File: config.mk
export PLATFORM = sky130hd
export DESIGN_NAME = pwm4_shared
export DESIGN_NICKNAME = d
export VERILOG_FILES = /design/src/rtl/pwm4_pkg.sv /design/src/rtl/pwm_tick_cnt.sv /design/src/rtl/pwm_wr_decode.sv /design/src/rtl/pwm_chan.sv /design/src/rtl/pwm4_shared.sv
export SDC_FILE = /design/constraint.sdc
export NUM_CORES = 1
export LEC_CHECK = 0
export ABC_AREA = 1
export BUFFER_PORTS_ARGS = -buffer_cell sky130_fd_sc_hd__buf_2
export CORE_ASPECT_RATIO = 0.7
export CORE_MARGIN = 2
export CORE_UTILIZATION = 45
export DETAILED_ROUTE_END_ITERATION = 6
export GPL_TIMING_DRIVEN = 0
export PLACE_DENSITY = 0.61
export SLEW_MARGIN = 10
export SYNTH_ARGS = -nofsm -noshare
export SYNTH_HDL_FRONTEND = slang
export SYNTH_HIERARCHICAL = 1
export SYNTH_SLANG_ARGS = --single-unit
File: constraint.sdc
create_clock -name clk_i -period 2.2 [get_ports clk_i]
set_input_delay 0.44 -clock clk_i [delete_from_list [all_inputs] [get_ports clk_i]]
set_output_delay 0.44 -clock clk_i [all_outputs]
set_load 0.01 [all_outputs]
File: src/rtl/pwm4_pkg.sv
package pwm4_pkg;
  localparam int unsigned DEF_NUM_CH = 4;
  localparam int unsigned DEF_CNT_W  = 10;
endpackage

File: src/rtl/pwm_tick_cnt.sv
module pwm_tick_cnt #(
  parameter int unsigned CNT_W = 10
) (
  input  logic             clk_i,
  input  logic             rst_ni,
  input  logic             tick_i,
  output logic [CNT_W-1:0] cnt_o,
  output logic             wrap_o
);
  localparam logic [CNT_W-1:0] CNT_MAX = {CNT_W{1'b1}};

  logic [CNT_W-1:0] cnt_q;

  always_ff @(posedge clk_i or negedge rst_ni) begin
    if (!rst_ni)     cnt_q <= '0;
    else if (tick_i) cnt_q <= cnt_q + 1'b1;
  end

  assign cnt_o  = cnt_q;
  assign wrap_o = tick_i && (cnt_q == CNT_MAX);
endmodule

File: src/rtl/pwm_wr_decode.sv
module pwm_wr_decode #(
  parameter int unsigned NUM_CH = 4,
  parameter int unsigned SEL_W  = 2
) (
  input  logic              wr_en_i,
  input  logic [SEL_W-1:0]  wr_sel_i,
  output logic [NUM_CH-1:0] hit_o
);
  for (genvar g = 0; g < NUM_CH; g++) begin : g_hit
    assign hit_o[g] = wr_en_i && (wr_sel_i == SEL_W'(g));
  end
endmodule

File: src/rtl/pwm_chan.sv
module pwm_chan #(
  parameter int unsigned CNT_W = 10
) (
  input  logic             clk_i,
  input  logic             rst_ni,
  input  logic             wr_hit_i,
  input  logic [CNT_W-1:0] wr_data_i,
  input  logic             wrap_i,
  input  logic [CNT_W-1:0] cnt_i,
  output logic [CNT_W-1:0] active_o,
  output logic             pwm_o
);
  logic [CNT_W-1:0] shadow_q, active_q;

  always_ff @(posedge clk_i or negedge rst_ni) begin
    if (!rst_ni)       shadow_q <= '0;
    else if (wr_hit_i) shadow_q <= wr_data_i;
  end

  // a write in the wrap cycle is forwarded straight into the active width
  always_ff @(posedge clk_i or negedge rst_ni) begin
    if (!rst_ni)     active_q <= '0;
    else if (wrap_i) active_q <= wr_hit_i ? wr_data_i : shadow_q;
  end

  assign active_o = active_q;
  assign pwm_o    = (cnt_i <= active_q);
endmodule

File: src/rtl/pwm4_shared.sv
module pwm4_shared
  import pwm4_pkg::*;
#(
  parameter int unsigned NUM_CH = DEF_NUM_CH,
  parameter int unsigned CNT_W  = DEF_CNT_W,
  localparam int unsigned SEL_W = (NUM_CH > 1) ? $clog2(NUM_CH) : 1
) (
  input  logic              clk_i,
  input  logic              rst_ni,
  input  logic              tick_i,
  input  logic              wr_en_i,
  input  logic [SEL_W-1:0]  wr_sel_i,
  input  logic [CNT_W-1:0]  wr_data_i,
  output logic [NUM_CH-1:0] pwm_o
);
  logic [CNT_W-1:0]        cnt_q;
  logic                    wrap;
  logic [NUM_CH-1:0]       wr_hit;
  logic [NUM_CH*CNT_W-1:0] active_flat;

  pwm_tick_cnt #(.CNT_W(CNT_W)) u_cnt (
    .clk_i  (clk_i),
    .rst_ni (rst_ni),
    .tick_i (tick_i),
    .cnt_o  (cnt_q),
    .wrap_o (wrap)
  );

  pwm_wr_decode #(.NUM_CH(NUM_CH), .SEL_W(SEL_W)) u_dec (
    .wr_en_i  (wr_en_i),
    .wr_sel_i (wr_sel_i),
    .hit_o    (wr_hit)
  );

  for (genvar g = 0; g < NUM_CH; g++) begin : g_ch
    pwm_chan #(.CNT_W(CNT_W)) u_chan (
      .clk_i     (clk_i),
      .rst_ni    (rst_ni),
      .wr_hit_i  (wr_hit[g]),
      .wr_data_i (wr_data_i),
      .wrap_i    (wrap),
      .cnt_i     (cnt_q),
      .active_o  (active_flat[g*CNT_W +: CNT_W]),
      .pwm_o     (pwm_o[g])
    );
  end
endmodule

==> results_dict.tcl <==
set metrics [dict create \
    cts_tree "yes" \
    timing.max_cap.violations 0 \
    area_growth_pct 18.2 \
    power_density_mw_per_mm2 837 \
    async_flop_share_pct 100 \
    antenna_found_initial 0 \
    nets 649 \
    synthTopCellsByArea "dfrtp_1 (48%), nand2_1 (12%), ha_1 (11%), inv_1 (9.6%), o21ai_0 (3.9%)" \
    viasPerCell 4.77 \
    slowest_delay_ps 580 \
    yosys_warnings 6 \
    initial_core_util_pct 45.6 \
    finalCritPeriodShare_pct 99.9 \
    cts-root-buf "clkbuf_16" \
    cts_buffers 9 \
    post-route-drc-count 0 \
    cts_max_level 3 \
    die_width_microns 126 \
    finalSetupTns_ps 0 \
    die_h_microns 89.1 \
    yosysSeqAreaShare_pct 48.4 \
    syn_nets 612 \
    min_period_ps 2200 \
    worstPathBufferInverterCount 1 \
    critPathKind "register to output port" \
    clk_latency_ps 340 \
    hold_class "input port to async pin" \
    setup_viol 0 \
    critPathCaptureType "output port" \
    yosysMostFrequentCell "nand2_1" \
    ys.flop_type "dfrtp_1" \
    startpoint_type "register" \
    synth.cell_area_sq_mm 0.00465 \
    yosysTopAreaCell "dfrtp_1" \
    skew_ps 3.18 \
    tightestPinTransition_ps 608 \
    dieArea_sq_mm 0.0112 \
    synth_edf_count 0 \
    synth_cell_types 20 \
    first_pass_iters 4 \
    cp_max_fo 6 \
    synth.avg_cell_area_sq_um 8.38 \
    crit_required_ps 1760 \
    power.leakage_uw 0.00287 \
    hpwl_microns 7350 \
    grt_pass1_wl_microns 17300 \
    arrival_ps 1760 \
    fillerInstances 939 \
    drt_iter0_markers 201 \
    rows 31 \
    grt_pass1_vias 3434 \
    clkSinkCount 90 \
    grt_max_degree 47 \
    max_slew_margin_pct 59.5 \
    final_hold_viol_count 0 \
    port_buffers 19 \
    clkTransAtPathRegs_ps 60 \
    diodes 0 \
    cp_slowest_cell "dfrtp_4" \
    grtUsageTotal_pct 20.6 \
    routed_wl_microns 10600 \
    grt_overflow 0 \
    status "finished clean" \
    detail-route-antenna-nets 0 \
    route.vias.total 3470 \
    post_drt_wl_per_cell_microns 14.5 \
    layout-drive-gt1-share_pct 19.0 \
    placed_cells 707 \
    fin_cells 728 \
    synth_common_cells "nand2_1 (152), inv_1 (119), dfrtp_1 (90)" \
    coreArea_sq_mm 0.0102 \
    synth-seq-cells 90 \
    clockBufferDepth 2 \
    max-vdd-ir-drop_uv 603 \
    final_core_util_pct 53.9 \
    synthCells 555 \
    maxSlewViolCount 0 \
    synth_top_area_share_pct 48.4 \
    io_pins 20 \
    fmax_ghz 0.455 \
    path_common_cell "nand3_1" \
    path_cells "ha_4 -> nand2_4 -> nor2_4 -> nand3_1 -> nand3_1 -> nand2_1 -> buf_2" \
    rsz0062_at_grt "yes" \
    globalplace.congestion 0.779 \
    crit_family "flip-flops" \
]
## layer usage
layer / vias up / global-route usage, % / wire (microns)
met2: 44 / 32.3 / 4550
met4: 0 / 7.58 / 295
met3: 17 / 4.97 / 358
li1: 1790 / - / -
met1: 1619 / 28.1 / 5350
met5: - / 0 / 0
## final timing paths
kind / to / depth (start not counted) / startpoint / slack [ps]
min in group clk_i: u_cnt/cnt_o[0] / 2 / tick_i / 350
setup / recovery: pwm_o[3] / 7 / u_cnt/cnt_o[5] / 3
hold / removal: g_ch[2].u_chan/active_o[8] / 1 / rst_ni / 100
max in group asynchronous: g_ch[1].u_chan/active_o[2] / 2 / rst_ni / 1460
hold reg to reg: g_ch[3].u_chan/shadow_q[0] / 2 / g_ch[3].u_chan/shadow_q[0] / 510
setup reg to reg: g_ch[3].u_chan/active_o[1] / 8 / u_cnt/cnt_o[0] / 140
## sequential cells by signal, indices dropped and copies added, names as in the netlist
name,count
u_cnt/cnt_o,10
g_ch.u_chan/active_o,40
g_ch.u_chan/shadow_q,40
## per-stage QoR
step | instance area (sq um) | worst slack, ps | hold WS (ps) | power (uW)
after floorplan | 4650 | 444 | 144 | 2590
after global placement | 4910 | -128 | 491 | 2890
after detailed placement | 4940 | -149 | 492 | 2950
after CTS | 5330 | -8.07 | 128 | 4510
after global routing | 5500 | -83.4 | 152 | 4880
final | 5500 | 3.05 | 105 | 4600
## cell families (layout without fill, tap and decap cells)
logic type,count (synthesis),count (layout),share of synthesized area (%)
buf+inv,135,176,12.1
fa+ha+maj,41,41,11.0
mux,5,5,1.21
flops,90,90,48.4
xor+xnor,4,4,0.753
compound gates,85,85,9.47
simple gates,195,195,17.1
## repair_timing
| action | 4_1_cts | 5_1_grt |
|---|---|---|
| endpoints found under the setup margin | 44 | 25 |
| setup buffers | 3 | 3 |
| gates resized for setup | 26 | 28 |
| pin swaps | 13 | 8 |
| hold buffers | 0 | 0 |
## layout make-up
cell class | count | area [sq um] | area share (%)
Timing Repair Buffer | 26 | 176 | 3.21
Tap cell | 132 | 165 | 3.00
Sequential cell | 90 | 2270 | 41.2
Clock buffer | 12 | 256 | 4.66
Buffer | 16 | 120 | 2.18
Clock inverter | 3 | 15.0 | 0.273
Multi-Input combinational cell | 330 | 2050 | 37.3
Inverter | 119 | 447 | 8.12
## power breakdown
| group | total [uW] | switching (uW) | internal, uW |
|---|---|---|---|
| Combinational | 1030 | 598 | 430 |
| Clock | 1430 | 612 | 815 |
| Sequential | 2150 | 282 | 1870 |
| Total | 4600 | 1490 | 3110 |
## placed cells by master (no fill, tap or decap), types with 9 or more instances in the layout
cell type,netlist,routed
nand2_1,152,146
inv_1,119,118
dfrtp_1,90,80
o21ai_1,36,36
o21ai_0,36,36
ha_1,41,32
buf_2,8,23
nand3_1,15,14
buf_4,4,12
clkbuf_16,0,9
ha_4,0,9
dfrtp_2,0,9
(Power assumes the default switching activity.)
